## config.mk

```make
export PLATFORM = sky130hd
export DESIGN_NAME = sat_tx
export DESIGN_NICKNAME = d
export VERILOG_FILES = /design/src/rtl/sat_pkg.sv /design/src/rtl/sat_bclk_sync.sv /design/src/rtl/sat_buf2.sv /design/src/rtl/sat_shift_fsm.sv /design/src/rtl/sat_tx.sv
export SDC_FILE = /design/constraint.sdc
export NUM_CORES = 1
export LEC_CHECK = 0
export BUFFER_PORTS_ARGS = -buffer_cell sky130_fd_sc_hd__clkbuf_2
export CORE_AREA = 4 4 104 81
export CTS_BUF_LIST = sky130_fd_sc_hd__clkbuf_8
export CTS_CLUSTER_SIZE = 20
export DETAILED_ROUTE_END_ITERATION = 10
export DIE_AREA = 0 0 108 85
export GPL_TIMING_DRIVEN = 0
export HOLD_SLACK_MARGIN = 0.02
export PLACE_DENSITY = 0.79
export SYNTH_ARGS = -nofsm -noshare
export SYNTH_HDL_FRONTEND = slang
export SYNTH_SLANG_ARGS = --single-unit
export TNS_END_PERCENT = 1
```

## constraint.sdc

```tcl
create_clock -name clk -period 2.65 [get_ports clk]
set_input_delay 0.1325 -clock clk [delete_from_list [all_inputs] [get_ports clk]]
set_output_delay 0.1325 -clock clk [all_outputs]
set_load 0.01 [all_outputs]
```

## src/rtl/sat_pkg.sv

```systemverilog
package sat_pkg;
    typedef enum logic [1:0] {
        ST_CONFIG = 2'd0,
        ST_RUN    = 2'd1,
        ST_DRAIN  = 2'd2
    } sat_state_e;
endpackage

```

## src/rtl/sat_bclk_sync.sv

```systemverilog
module sat_bclk_sync #(
    parameter int STAGES = 2
) (
    input  logic clk,
    input  logic rst_n,
    input  logic sel_b,
    input  logic clk_a,
    input  logic clk_b,
    output logic fall
);
    logic [STAGES-1:0] sync_q;
    logic              prev_q;
    logic              raw;

    assign raw = sel_b ? clk_b : clk_a;

    always_ff @(posedge clk or negedge rst_n) begin
        if (!rst_n) begin
            sync_q <= '0;
            prev_q <= 1'b0;
        end else begin
            sync_q <= {sync_q[STAGES-2:0], raw};
            prev_q <= sync_q[STAGES-1];
        end
    end

    assign fall = prev_q & ~sync_q[STAGES-1];
endmodule

```

## src/rtl/sat_buf2.sv

```systemverilog
module sat_buf2 #(
    parameter int DATA_W = 16
) (
    input  logic              clk,
    input  logic              rst_n,
    input  logic              wr,
    input  logic [DATA_W-1:0] wdata,
    input  logic              pop,
    output logic [DATA_W-1:0] rdata,
    output logic [1:0]        cnt,
    output logic              ovf_evt
);
    logic [DATA_W-1:0] head_q, tail_q;
    logic [1:0]        cnt_q;
    logic              wr_ok;

    assign wr_ok   = wr && (cnt_q != 2'd2 || pop);
    assign ovf_evt = wr && !wr_ok;
    assign rdata   = head_q;
    assign cnt     = cnt_q;

    always_ff @(posedge clk or negedge rst_n) begin
        if (!rst_n) begin
            head_q <= '0;
            tail_q <= '0;
            cnt_q  <= 2'd0;
        end else if (pop && wr_ok) begin
            if (cnt_q == 2'd2) begin
                head_q <= tail_q;
                tail_q <= wdata;
            end else begin
                head_q <= wdata;
            end
        end else if (pop) begin
            head_q <= tail_q;
            cnt_q  <= cnt_q - 2'd1;
        end else if (wr_ok) begin
            if (cnt_q == 2'd0) head_q <= wdata;
            else               tail_q <= wdata;
            cnt_q <= cnt_q + 2'd1;
        end
    end

    p_cnt_bound_r7: assert property (@(posedge clk) disable iff (!rst_n)
        cnt_q <= 2'd2);
    p_full_drop_r7: assert property (@(posedge clk) disable iff (!rst_n)
        (wr && cnt_q == 2'd2 && !pop) |=> (cnt_q == 2'd2 && $stable(tail_q)));
endmodule

```

## src/rtl/sat_shift_fsm.sv

```systemverilog
module sat_shift_fsm
    import sat_pkg::*;
#(
    parameter int DATA_W = 16,
    parameter int SLOT_W = 20
) (
    input  logic              clk,
    input  logic              rst_n,
    input  logic              bit_fall,
    input  logic              en_we,
    input  logic              en_val,
    input  logic [1:0]        buf_cnt,
    input  logic [DATA_W-1:0] buf_data,
    input  logic              fill_zero,
    output logic              pop,
    output logic              uf_evt,
    output logic              sd,
    output logic              ws,
    output sat_state_e        state
);
    localparam int PW = $clog2(2 * SLOT_W);
    localparam logic [PW-1:0] LAST = PW'(2 * SLOT_W - 1);
    localparam logic [PW-1:0] MID  = PW'(SLOT_W - 1);
    localparam logic [PW-1:0] HALF = PW'(SLOT_W);

    sat_state_e        state_q, state_d;
    logic [PW-1:0]     pos_q, pos_nx, pos_ahead;
    logic [SLOT_W-1:0] sr_q, slot_word;
    logic [DATA_W-1:0] last_q;
    logic              ws_q;
    logic              at_end, slot_edge, stop, shift_en, load, have;

    assign at_end    = (pos_q == LAST);
    assign slot_edge = at_end || (pos_q == MID);
    assign stop      = (state_q == ST_DRAIN) && at_end;
    assign shift_en  = bit_fall && (state_q != ST_CONFIG) && !stop;
    assign load      = shift_en && slot_edge;
    assign have      = (buf_cnt != 2'd0);
    assign pop       = load && have;
    assign uf_evt    = load && !have;
    assign pos_nx    = at_end ? '0 : pos_q + 1'b1;
    assign pos_ahead = (pos_nx == LAST) ? '0 : pos_nx + 1'b1;

    always_comb begin
        slot_word = '0;
        slot_word[SLOT_W-1 -: DATA_W] = have ? buf_data : (fill_zero ? '0 : last_q);
    end

    always_comb begin
        state_d = state_q;
        unique case (state_q)
            ST_CONFIG: if (en_we && en_val)    state_d = ST_RUN;
            ST_RUN:    if (en_we && !en_val)   state_d = ST_DRAIN;
            ST_DRAIN:  if (bit_fall && at_end) state_d = ST_CONFIG;
            default:                           state_d = ST_CONFIG;
        endcase
    end

    always_ff @(posedge clk or negedge rst_n) begin
        if (!rst_n) state_q <= ST_CONFIG;
        else        state_q <= state_d;
    end

    always_ff @(posedge clk or negedge rst_n) begin
        if (!rst_n) begin
            pos_q  <= LAST;
            sr_q   <= '0;
            ws_q   <= 1'b0;
            last_q <= '0;
        end else if (state_q == ST_CONFIG || (bit_fall && stop)) begin
            pos_q <= LAST;
            sr_q  <= '0;
            ws_q  <= 1'b0;
        end else if (shift_en) begin
            pos_q <= pos_nx;
            ws_q  <= (pos_ahead >= HALF);
            sr_q  <= load ? slot_word : (sr_q << 1);
            if (pop) last_q <= buf_data;
        end
    end

    assign sd    = sr_q[SLOT_W-1];
    assign ws    = ws_q;
    assign state = state_q;

    p_cfg_quiet_r1: assert property (@(posedge clk) disable iff (!rst_n)
        (state_q == ST_CONFIG) |-> (!sd && !ws));
    p_hold_between_edges_r3: assert property (@(posedge clk) disable iff (!rst_n)
        !bit_fall |=> $stable(pos_q));
    p_ws_flip_r4: assert property (@(posedge clk) disable iff (!rst_n)
        (state_q != ST_CONFIG && !$stable(ws_q)) |-> (pos_q == MID || pos_q == LAST));
    p_drain_no_pop_r10: assert property (@(posedge clk) disable iff (!rst_n)
        (state_q == ST_DRAIN && at_end) |-> !pop);
endmodule

```

## src/rtl/sat_tx.sv

```systemverilog
module sat_tx
    import sat_pkg::*;
#(
    parameter int DATA_W = 16,
    parameter int SLOT_W = 20
) (
    input  logic              clk,
    input  logic              rst_n,
    input  logic              cfg_we,
    input  logic              cfg_dma,
    input  logic              cfg_aclk,
    input  logic              cfg_zero_fill,
    input  logic              cfg_irq_en,
    input  logic              en_we,
    input  logic              en_val,
    input  logic              dat_we,
    input  logic [DATA_W-1:0] dat_wdata,
    input  logic              flag_clr_we,
    input  logic [1:0]        flag_clr,
    input  logic              sck_in,
    input  logic              aclk_in,
    output logic              sd_out,
    output logic              ws_out,
    output logic              dma_req,
    output logic              irq,
    output logic              idle,
    output logic              underflow,
    output logic              overflow
);
    sat_state_e        state;
    logic [3:0]        cfg_q;
    logic              bit_fall, pop, uf_evt, ovf_evt;
    logic [1:0]        buf_cnt;
    logic [DATA_W-1:0] buf_data;
    logic              uf_q, ovf_q, need;

    always_ff @(posedge clk or negedge rst_n) begin
        if (!rst_n)                               cfg_q <= 4'b0;
        else if (cfg_we && state == ST_CONFIG)    cfg_q <= {cfg_irq_en, cfg_zero_fill, cfg_aclk, cfg_dma};
    end

    sat_bclk_sync #(.STAGES(2)) u_sync (
        .clk(clk), .rst_n(rst_n), .sel_b(cfg_q[1]),
        .clk_a(sck_in), .clk_b(aclk_in), .fall(bit_fall)
    );

    sat_buf2 #(.DATA_W(DATA_W)) u_buf (
        .clk(clk), .rst_n(rst_n), .wr(dat_we), .wdata(dat_wdata), .pop(pop),
        .rdata(buf_data), .cnt(buf_cnt), .ovf_evt(ovf_evt)
    );

    sat_shift_fsm #(.DATA_W(DATA_W), .SLOT_W(SLOT_W)) u_fsm (
        .clk(clk), .rst_n(rst_n), .bit_fall(bit_fall), .en_we(en_we), .en_val(en_val),
        .buf_cnt(buf_cnt), .buf_data(buf_data), .fill_zero(cfg_q[2]),
        .pop(pop), .uf_evt(uf_evt), .sd(sd_out), .ws(ws_out), .state(state)
    );

    always_ff @(posedge clk or negedge rst_n) begin
        if (!rst_n) begin
            uf_q  <= 1'b0;
            ovf_q <= 1'b0;
        end else begin
            uf_q  <= (uf_q  & ~(flag_clr_we & flag_clr[0])) | uf_evt;
            ovf_q <= (ovf_q & ~(flag_clr_we & flag_clr[1])) | ovf_evt;
        end
    end

    assign need      = (buf_cnt != 2'd2) && (state == ST_RUN);
    assign dma_req   = cfg_q[0] & need;
    assign irq       = cfg_q[3] & (uf_q | ovf_q | (~cfg_q[0] & need));
    assign idle      = (state == ST_CONFIG);
    assign underflow = uf_q;
    assign overflow  = ovf_q;

    p_cfg_lock_r9: assert property (@(posedge clk) disable iff (!rst_n)
        (state != ST_CONFIG) |=> $stable(cfg_q));
    p_uf_sticky_r6: assert property (@(posedge clk) disable iff (!rst_n)
        (uf_q && !(flag_clr_we && flag_clr[0])) |=> uf_q);
    p_dma_quiet_r5: assert property (@(posedge clk) disable iff (!rst_n)
        (state != ST_RUN) |-> !dma_req);
endmodule

```

# Word level (Yosys, flattened, before mapping)
# Index checks and enable logic that the tools add are counted.
[totals] memories=0 reg_bits=88 rom_bits=0 mem_bits_rw=0 latchBits=0
[classes] multipliers=0 n_bitwise=18 shift=0 div_mod_pow=0 order_cmp=1 reduce_logical=36 n_mux=28 n_addsub=4 eq_ne=13
[op_table] op="$mux W16" n=12
[op_table] op="$mux W20" n=3
[op_table] op="$mux W6" n=4
[op_table] op="$logic_and A1 B1 Y1" n=15
[op_table] op="$add A6 B1 Y6 const B" n=2
[op_table] op="$eq A6 B6 Y1 const B" n=2
[op_table] op="$mux W2" n=5
[op_table] op="$reduce_bool A2 Y1" n=5
[op_table] op="$and A1 B1 Y1" n=8
[op_table] op="$ne A2 B2 Y1 const B" n=4
[op_table] op="$eq A6 B5 Y1 const B" n=1
[op_table] op="$ge A6 B5 Y1 const B" n=1
[op_table] op="$ne A2 B1 Y1 const B" n=3
[op_table] op="$not A1 Y1" n=6
[op_table] op="$pmux W2 S3" n=1
[op_table] op="$reduce_and A3 Y1" n=2
[op_table] op="$reduce_bool A3 Y1" n=2
[op_table] op="$eq A2 B2 Y1 const B" n=2
[op_table] op="$logic_not A1 Y1" n=4
[op_table] op="$logic_not A2 Y1" n=2
[op_table] op="$or A1 B1 Y1" n=4
[op_table] op="$reduce_and A2 Y1" n=2
[op_table] op="$reduce_and A4 Y1" n=1
[op_table] op="$logic_or A1 B1 Y1" n=3
[op_table] op="other kinds (4)" n=6

# Logic depth before layout (Yosys ltp)
# Gate-level depths: netlist of run 1.
[logic_depth] depth_word=11 ltp_mapped=9 depth_no_buf=7

# By module
# Synthesis of run 1 repeated with hierarchy kept, for this count alone.
[unflattened] cells_unflattened=412 hier_area_um2=4389.2
[modules_own_cells] module="sat_shift_fsm" area_each_um2=2214.6 cells_per_inst=210 n_inst=1 seq_area_each_um2=1031.0
[modules_own_cells] module="sat_buf2" area_each_um2=1795.5 cells_per_inst=175 n_inst=1 seq_area_each_um2=850.8
[modules_own_cells] module="sat_tx" area_each_um2=282.8 cells_per_inst=22 n_inst=1 seq_area_each_um2=150.1
[modules_own_cells] module="sat_bclk_sync" area_each_um2=96.3 cells_per_inst=5 n_inst=1 seq_area_each_um2=75.1

# Worst setup path before layout of run 1
# No wires, ideal clock.
[synth_timing] path_kind="register -> register" startpoint="reg u_fsm.pos_q[0]" endpoint="reg u_buf.tail_q[10]" period_less_slack_ps=2302 path_slack_ps=348 arrival_time_ps=2175 stages_incl_launch_ff=9 path_cell_list="dfstp_2 > ha_1 > and3b_1 > a311o_1 > buf_6 > nand2b_4 > o21ai_4 > buf_6 > mux2_1"
[synth_between] elab_chain_len=11 word_cells_on_any_way=17
[synth_lines] item="start: declaration" line_no="sat_shift_fsm.sv:27" text="logic [PW-1:0] pos_q, pos_nx, pos_ahead;"
[synth_lines] item="start signal: assignment" line_no="sat_shift_fsm.sv:75" text="pos_q <= pos_nx;"
[synth_lines] item="$eq A6 B6 Y1" line_no="sat_shift_fsm.sv:33" text="assign at_end = (pos_q == LAST);"
[synth_lines] item="$logic_and A1 B1 Y1" line_no="sat_shift_fsm.sv:35" text="assign stop = (state_q == ST_DRAIN) && at_end;"
[synth_lines] item="$logic_not A1 Y1" line_no="sat_shift_fsm.sv:36" text="assign shift_en = bit_fall && (state_q != ST_CONFIG) && !stop;"
[synth_lines] item="$logic_and A1 B1 Y1" line_no="sat_shift_fsm.sv:36"
[synth_lines] item="$logic_and A1 B1 Y1 *" line_no="sat_shift_fsm.sv:37" text="assign load = shift_en && slot_edge;"
[synth_lines] item="$logic_and A1 B1 Y1 *" line_no="sat_shift_fsm.sv:39" text="assign pop = load && have;"
[synth_lines] item="$logic_or A1 B1 Y1" line_no="sat_buf2.sv:17" text="assign wr_ok = wr && (cnt_q != 2'd2 || pop);"
[synth_lines] item="$logic_and A1 B1 Y1" line_no="sat_buf2.sv:17"
[synth_lines] item="$logic_and A1 B1 Y1" line_no="sat_buf2.sv:27" text="end else if (pop && wr_ok) begin"
[synth_lines] item="$ne A2 B2 Y1 (no line) (tied with other cells)"
[synth_lines] item="$reduce_and A4 Y1 (no line)"
[synth_lines] item="end signal: assignment" line_no="sat_buf2.sv:30" text="tail_q <= wdata;"
[synth_lines] item="end signal: assignment" line_no="sat_buf2.sv:39" text="else tail_q <= wdata;"
[synth_lines] item="end: declaration" line_no="sat_buf2.sv:13" text="logic [DATA_W-1:0] head_q, tail_q;"
# Every way passes the cells marked *; elsewhere a longest branch is shown, timed or not.
# A chain may end at the register's enable or synchronous reset.

# Worst setup path in the final report of run 1
[layout_timing] startpoint="reg u_fsm.pos_q[0]" endpoint="reg u_buf.tail_q[1]"
# The elaborated chain is that of the path after synthesis.

==> results of run 1 <==
final cells by class:
class | count | area, um^2 | area share, %
buffer | 27 | 166 | 3.35
clock buffer | 10 | 138 | 2.77
clock inverter | 6 | 41.3 | 0.832
inverter | 4 | 15.0 | 0.302
multi-input combinational | 310 | 2090 | 42.1
sequential | 84 | 2110 | 42.4
tap | 101 | 126 | 2.55
timing repair buffer | 44 | 280 | 5.65
flip-flops by register name, indices dropped and copies added (netlist names), 4 cells and up:
name          cells
u_fsm.sr_q       16
u_fsm.last_q     16
cfg_q             4
u_buf.rdata      16
u_fsm.pos_q       6
u_buf.tail_q     16
worst register-to-register path, stage by stage (launching register included):
cell and delay, ns:
dfstp_2 0.41, ha_2 0.24, and3b_1 0.22, a311o_1 0.33, buf_6 0.15, nand2b_4 0.19, o21ai_4 0.29, buf_6 0.21
mux2_1 0.34
cell usage in the layout, fill, tap and decap left out, types with 3 or more instances in the layout:
| cell type | count |
|---|---|
| nand2_1 | 88 |
| dfrtp_1 | 80 |
| clkbuf_2 | 38 |
| mux2_2 | 28 |
| nor2_1 | 23 |
| nor2b_1 | 18 |
| a21oi_1 | 16 |
| a31oi_1 | 16 |
| a221o_1 | 16 |
| a21oi_2 | 13 |
| nand3_1 | 10 |
| mux2_1 | 10 |
| clkbuf_8 | 10 |
| a22o_1 | 9 |
| buf_2 | 7 |
| clkbuf_1 | 7 |
| o21ai_0 | 7 |
| dlygate4sd3_1 | 7 |
| buf_6 | 5 |
| inv_1 | 4 |
| dfstp_2 | 4 |
| buf_4 | 3 |
| and3_1 | 3 |
| xnor2_1 | 3 |
final timing paths:
check | start | end | slack [ns] | cells past startpoint
max | u_fsm.pos_q[0]$_DFFE_PN1P_ | u_buf.tail_q[1]$_DFFE_PN0P_ | 0.16 | 8
min | dat_wdata[7] | u_buf.tail_q[7]$_DFFE_PN0P_ | 0.03 | 2
max reg2reg | u_fsm.pos_q[0]$_DFFE_PN1P_ | u_buf.tail_q[1]$_DFFE_PN0P_ | 0.16 | 8
min reg2reg | u_sync.sync_q[0]$_DFF_PN0_ | u_sync.sync_q[1]$_DFF_PN0_ | 0.36 | 0
max in group asynchronous | rst_n | u_fsm.pos_q[2]$_DFFE_PN1P_ | 1.70 | 3
min in group asynchronous | rst_n | u_fsm.state[0]$_DFFE_PN0P_ | 0.30 | 2
report_power, final:
| group | switching, W | internal [W] |
|---|---|---|
| Clock | 0.000466 | 0.000364 |
| Combinational | 0.00150 | 0.00114 |
| Sequential | 0.000438 | 0.00186 |
| Total | 0.00241 | 0.00336 |
per-stage QoR:
stage                     power (W)  std cells  worst slack, ns
after floorplan             0.00415        425            0.348
after global placement      0.00474        562           0.0808
after detailed placement    0.00487        563           0.0104
after CTS                   0.00574        586           0.0463
after global routing        0.00619        586           0.0373
final                       0.00577        586            0.161
cell families (layout without fill, tap and decap cells):
family / count (synthesis) / count (layout) / synth area share [%]
multiplexers: 40 / 40 / 10.3
XOR/XNOR: 4 / 4 / 0.803
flip-flops: 84 / 84 / 48.3
AO/OA/AOI/OAI: 99 / 99 / 17.7
buffers and inverters: 31 / 91 / 4.01
AND/OR/NAND/NOR: 165 / 165 / 18.4
adder cells (fa/ha/maj): 2 / 2 / 0.573
what timing repair did:
item	CTS	global route
hold buffers	7	0
pin swaps	0	2
endpoints found under the setup margin	2	46
gates resized for setup	1	8
gates cloned	0	0
hold endpoints to repair	35	0
per-layer routing:
metal	GRT usage [%]	vias up
met2	37.6	119
met1	32.5	1718
met5	0	-
met4	6.08	0
met3	5.17	14
li1	-	1629
==> metrics.md, run 1 <==
| Metric | Value |
|---|---|
| Status | finished, final reports clean |
| Top-area cell type share of the netlist area | 45.9% |
| Worst Skew | 0.0103 ns |
| Die Area | 9180 um^2 |
| Initial antenna violation count | 0 |
| Static leakage | 2.21 nW |
| Design area | 4960 um^2 |
| CTS tree | built |
| Top cells by count, synth | nand2_1, dfrtp_1, mux2_2, nor2_1, nor2b_1 |
| Final hold viol count | 0 |
| DRT iter0 DRCs | 183 |
| Finish-stage setup viols | 0 |
| Synth area leader | dfrtp_1 |
| Worst path bufs/invs | 2 |
| Most common cell in the netlist | nand2_1 |
| Num rows | 27 |
| CP required | 2.90 ns |
| Worst hold margin | 0.0285 ns |
| Clock Pin Slew Worst Setup and Hold Paths | 0.09 ns |
| Share of layout cells above drive strength 1 | 26.6% |
| Pwr Density | 1160 nW/um^2 |
| RSZ-0062 raised after global routing | false |
| Die height | 85 um |
| H-tree depth | 3 |
| Setup crit end kind | register |
| Min-Delay Path Class | in -> reg |
| Worst Tran Pin Value | 0.803 ns |
| GR Overflow Total | 0 |
| Fin crit period | 2.49 ns |
| Placed cell area | 4700 um^2 |
| Largest net degree at the start of global routing | 52 |
| F_max | 0.402 GHz |
| Post-synth ARST share | 100% |
| Avg Cell Area, Syn | 10.3 um^2 |
| WL met1 | 4610 um |
| Nets | 513 |
| Post-synth EDFFs | 0 |
| Mapped Area | 4360 um^2 |
| Skew-Pair Late Insertion Delay | 0.36 ns |
| Starting Density | 59.5% |
| Fill count | 616 |
| Total wire length | 10,000 um |
| Post-synth top flop | dfrtp_1 |
| DRC viols | 0 |
| CP max stage delay | 0.41 ns |
| Crit-path leading delay family | compound AO/OA/AOI/OAI gates |
| Gr usage total | 23.4% |
| Met3 WL | 625 um |
| CP Max Fanout | 10 |
| Metal2 WL | 4680 um |
| Worst path cell trace | ha_2, and3b_1, a311o_1, buf_6, nand2b_4, o21ai_4, buf_6, mux2_1 |
| Worst path slowest cell | dfstp_2 |
| # port buffers | 36 |
| Area of the core | 7330 um^2 |
| DR pass1 iterations | 5 |
| Sequential-to-total area share from yosys stat | 48.3% |
| Critical path's most frequent cell | buf_6 |
| Die X | 108 um |
| Worst vdd ir | 0.557 mV |
| Cts bufs inserted | 9 |
| Vias in the first global route | 3,458 |
| DR WL/cell | 17.1 um |
| Antenna diode count | 0 |
| Slew headroom | 46.3% |
| Setup Buffers After CTS | 0 |
| Worst Path Arrival | 2.74 ns |
| Syn Nets | 458 |
| GP Congestion | 0.795 |
| HPWL after detailed placement | 7070 um |
| Post-Syn Instances | 425 |
| Vias | 3,480 |
| Max Used Layer | met4 |
| Clk root buf | clkbuf_8 |
| Global-route wire length before repair | 16,900 um |
| Max Cap Violations | 0 |
| Max-slew violation count | 0 |
| Longest Clk Path Bufs | 2 |
| TNS Setup | 0 ns |
| Antenna Nets Post-Route | 0 |
| Warnings from Yosys | 0 |
| Fin crit share | 93.9% |
| Synth cell types | 63 |
| P&R area growth vs syn | 13.8% |
| CTS Sinks | 84 |
| Worst setup SP type | register |
| Setup CP Type | reg -> reg |
| Io pins | 38 |
| Final Core Density | 67.7% |
| Vias per cell | 5.94 |
| #FFs+latches synth | 84 |
| Top area cells in the synthesized netlist | dfrtp_1, nand2_1, mux2_2 |
No activity file was read; power rests on OpenSTA's default activity.
==> inputs of run 2 (changes only) <==
--- a/config.mk
+++ b/config.mk
@@ -13,7 +13,7 @@
 export DIE_AREA = 0 0 108 85
 export GPL_TIMING_DRIVEN = 0
 export HOLD_SLACK_MARGIN = 0.02
-export PLACE_DENSITY = 0.79
+export PLACE_DENSITY_LB_ADDON = 0.3
 export SYNTH_ARGS = -nofsm -noshare
 export SYNTH_HDL_FRONTEND = slang
 export SYNTH_SLANG_ARGS = --single-unit
==> metrics.md, run 2 (synthesis results as in run 1) <==
| Metric | Value |
|---|---|
| CP max stage delay | 0.48 ns (+0.07 ns) |
| Combinational Power Share | 45.3% (-0.5 points) |
| Register area | 2110 um^2 (unchanged) |
| Num rows | 27 (unchanged) |
| Clock power frac | 15.5% (+1.1 points) |
| Die height | 85 um (unchanged) |
| DRT iter0 DRCs | 187 (+2.2%) |
| Psw | 0.00243 W (+0.96%) |
| Largest net degree at the start of global routing | 47 (-9.6%) |
| Share of layout cells above drive strength 1 | 27.1% (+0.54 points) |
| Min-Delay Path Class | in -> reg |
| Worst vdd ir | 0.536 mV (-3.8%) |
| Static leakage | 2.24 nW (+1.6%) |
| P&R area growth vs syn | 15.0% |
| Fill count | 585 (-5.0%) |
| Internal Power | 0.00344 W (+2.5%) |
| Longest Clk Path Bufs | 2 (unchanged) |
| Setup crit end kind | output port |
| Io pins | 38 (unchanged) |
| GR Overflow Total | 0 (unchanged) |
| Worst r2r src | u_fsm.pos_q[0]$_DFFE_PN1P_ |
| Area of the core | 7330 um^2 (unchanged) |
| Footprint of the multi-input gates | 2090 um^2 (unchanged) |
| # port buffers | 36 (unchanged) |
| Finish-stage setup viols | 0 (unchanged) |
| CP required | 2.52 ns (-0.38 ns) |
| Clock Pin Slew Worst Setup and Hold Paths | 0.09 ns (about the same) |
| Starting Density | 59.5% (unchanged) |
| Vias | 3,448 (-0.92%) |
| DR WL/cell | 17.6 um (+2.6%) |
| Pwr Density | 1170 nW/um^2 (+0.79%) |
| Antenna diode count | 0 (unchanged) |
| RSZ-0062 raised after global routing | false |
| Die Area | 9180 um^2 (unchanged) |
| Reg2reg path depth | 8 (unchanged) |
| Setup CP Type | reg -> out |
| DRC viols | 0 (unchanged) |
| Initial antenna violation count | 0 (unchanged) |
| HPWL after detailed placement | 7160 um (+1.2%) |
| Flop2flop setup slack | 0.20 ns (+0.04 ns) |
| CTS Sinks | 84 (unchanged) |
| DR pass1 iterations | 4 (-1) |
| Sequential power share | 39.2% (-0.6 points) |
| Highest-count cells in the layout ignoring fill and taps | nand2_1, dfrtp_1, clkbuf_2 |
| Global-route wire length before repair | 17,600 um (+4.0%) |
| Worst path slowest cell | buf_1 |
| Skew-Pair Late Insertion Delay | 0.36 ns (about the same) |
| Vias per cell | 5.83 (-1.8%) |
| Max-slew violation count | 0 (unchanged) |
| F_max | 0.400 GHz (-0.36%) |
| H-tree depth | 3 (unchanged) |
| Worst hold stages | 2 (unchanged) |
| Cts bufs inserted | 9 (unchanged) |
| Slew headroom | 52.5% (+6.2 points) |
| Antenna Nets Post-Route | 0 (unchanged) |
| Placed Cells | 563 (unchanged) |
| Clk root buf | clkbuf_8 |
| Worst path cell trace | nor2b_1, buf_1, buf_2, nor4_1, o31a_1, clkbuf_2 |
| Final cell count without fillers | 591 (+0.85%) |
| Status | finished, final reports clean |
| Crit-path leading delay family | buffers and inverters |
| Gr usage total | 24.3% (+0.88 points) |
| Worst Skew | 0.00841 ns (-0.00189 ns) |
| Final hold viol count | 0 (unchanged) |
| GP Congestion | 0.834 (+4.9%) |
| Most common cell after layout, fill and taps aside | nand2_1 |
| CTS tree | built |
| Total wire length | 10,400 um (+3.5%) |
| Max Cap Violations | 0 (unchanged) |
| Nets | 518 (+0.97%) |
| Worst Tran Pin Value | 0.710 ns (-0.0925 ns) |
| Switching fraction of total power | 41.4% (-0.36 points) |
| Die X | 108 um (unchanged) |
| Worst setup SP type | register |
| Fin crit share | 94.3% (+0.34 points) |
| Worst Path Arrival | 2.37 ns (-0.37 ns) |
| Worst path bufs/invs | 3 (+1) |
| WHS Endpoint | u_buf.tail_q[6]$_DFFE_PN0P_ |
| Worst R2R End | u_buf.tail_q[8]$_DFFE_PN0P_ |
| Hold Path Origin | dat_wdata[6] |
| Fin crit period | 2.50 ns (+0.00891 ns) |
| Vias in the first global route | 3,508 (+1.4%) |
| CP Max Fanout | 10 (unchanged) |
| TNS Setup | 0 ns (unchanged) |
-- run 2: changes by cell type in the layout (fill, tap and decap cells not counted), sizes merged --
cell         change
dlygate4sd3      +1
clkbuf           -2
clkinvlp         -1
bufinv           +1
clkinv           +1
buf              +5
-- run 2: layer usage --
metal  wire (um)  up-vias  GRT usage (%)
li1            -     1635              -
met1        4750     1709           34.4
met2        4960       94           37.9
met3         533       10           4.94
met4         136        0           7.68
met5           0        -              0
-- run 2: power groups by stage --
| stage | clock, W | sequential [W] | combinational, W |
|---|---|---|---|
| 4_1_cts | 0.000925 | 0.00229 | 0.00260 |
| 2_1_floorplan | 0 | 0.00217 | 0.00199 |
| 3_3_place_gp | 0 | 0.00227 | 0.00248 |
| 5_1_grt | 0.000988 | 0.00238 | 0.00295 |
| 3_5_place_dp | 0 | 0.00231 | 0.00257 |
| 6_report | 0.000912 | 0.00230 | 0.00266 |
-- run 2: what timing repair did --
item | CTS | global route
hold buffers | 8 | 0
gates resized for setup | 0 | 8
endpoints found under the hold margin | 41 | 0
setup endpoints to repair | 0 | 46
setup buffers | 0 | 4
-- run 2: worst max path at each step --
stage / start / endpoint / slack [ns] / depth (start not counted)
finish: u_buf.cnt[1]$_DFFE_PN0P_ / irq / 0.15 / 6
global route: u_buf.cnt[1]$_DFFE_PN0P_ / irq / 0.009 / 6
CTS: u_fsm.pos_q[0]$_DFFE_PN1P_ / u_buf.rdata[9]$_DFFE_PN0P_ / 0.01 / 8
detailed placement: u_fsm.pos_q[0]$_DFFE_PN1P_ / u_buf.tail_q[8]$_DFFE_PN0P_ / 0.04 / 8
global placement: u_fsm.pos_q[0]$_DFFE_PN1P_ / u_buf.rdata[8]$_DFFE_PN0P_ / 0.06 / 8
floorplan: u_fsm.pos_q[0]$_DFFE_PN1P_ / u_buf.tail_q[10]$_DFFE_PN0P_ / 0.35 / 8
-- run 2: cell type report --
class	count	area share, %
sequential	84	42.0
multi-input combinational	310	41.7
timing repair buffer	49	6.39
buffer	27	3.27
tap	101	2.52
clock buffer	9	2.47
clock inverter	7	1.37
inverter	4	0.299
-- run 2: metrics by stage --
step | hold WS (ns) | area, um^2 | total power (W) | utilization (%) | setup slack (ns)
2_1_floorplan | -0.163 | 4360 | 0.00415 | - | 0.348
3_3_place_gp | 0.336 | 4670 | 0.00475 | 63.7 | 0.0643
3_5_place_dp | 0.190 | 4700 | 0.00488 | 64.1 | 0.0392
4_1_cts | 0.0236 | 4970 | 0.00581 | 67.8 | 0.0125
5_1_grt | 0.0343 | 5020 | 0.00632 | 68.4 | 0.00909
6_report | 0.0396 | 5020 | 0.00588 | 68.4 | 0.152
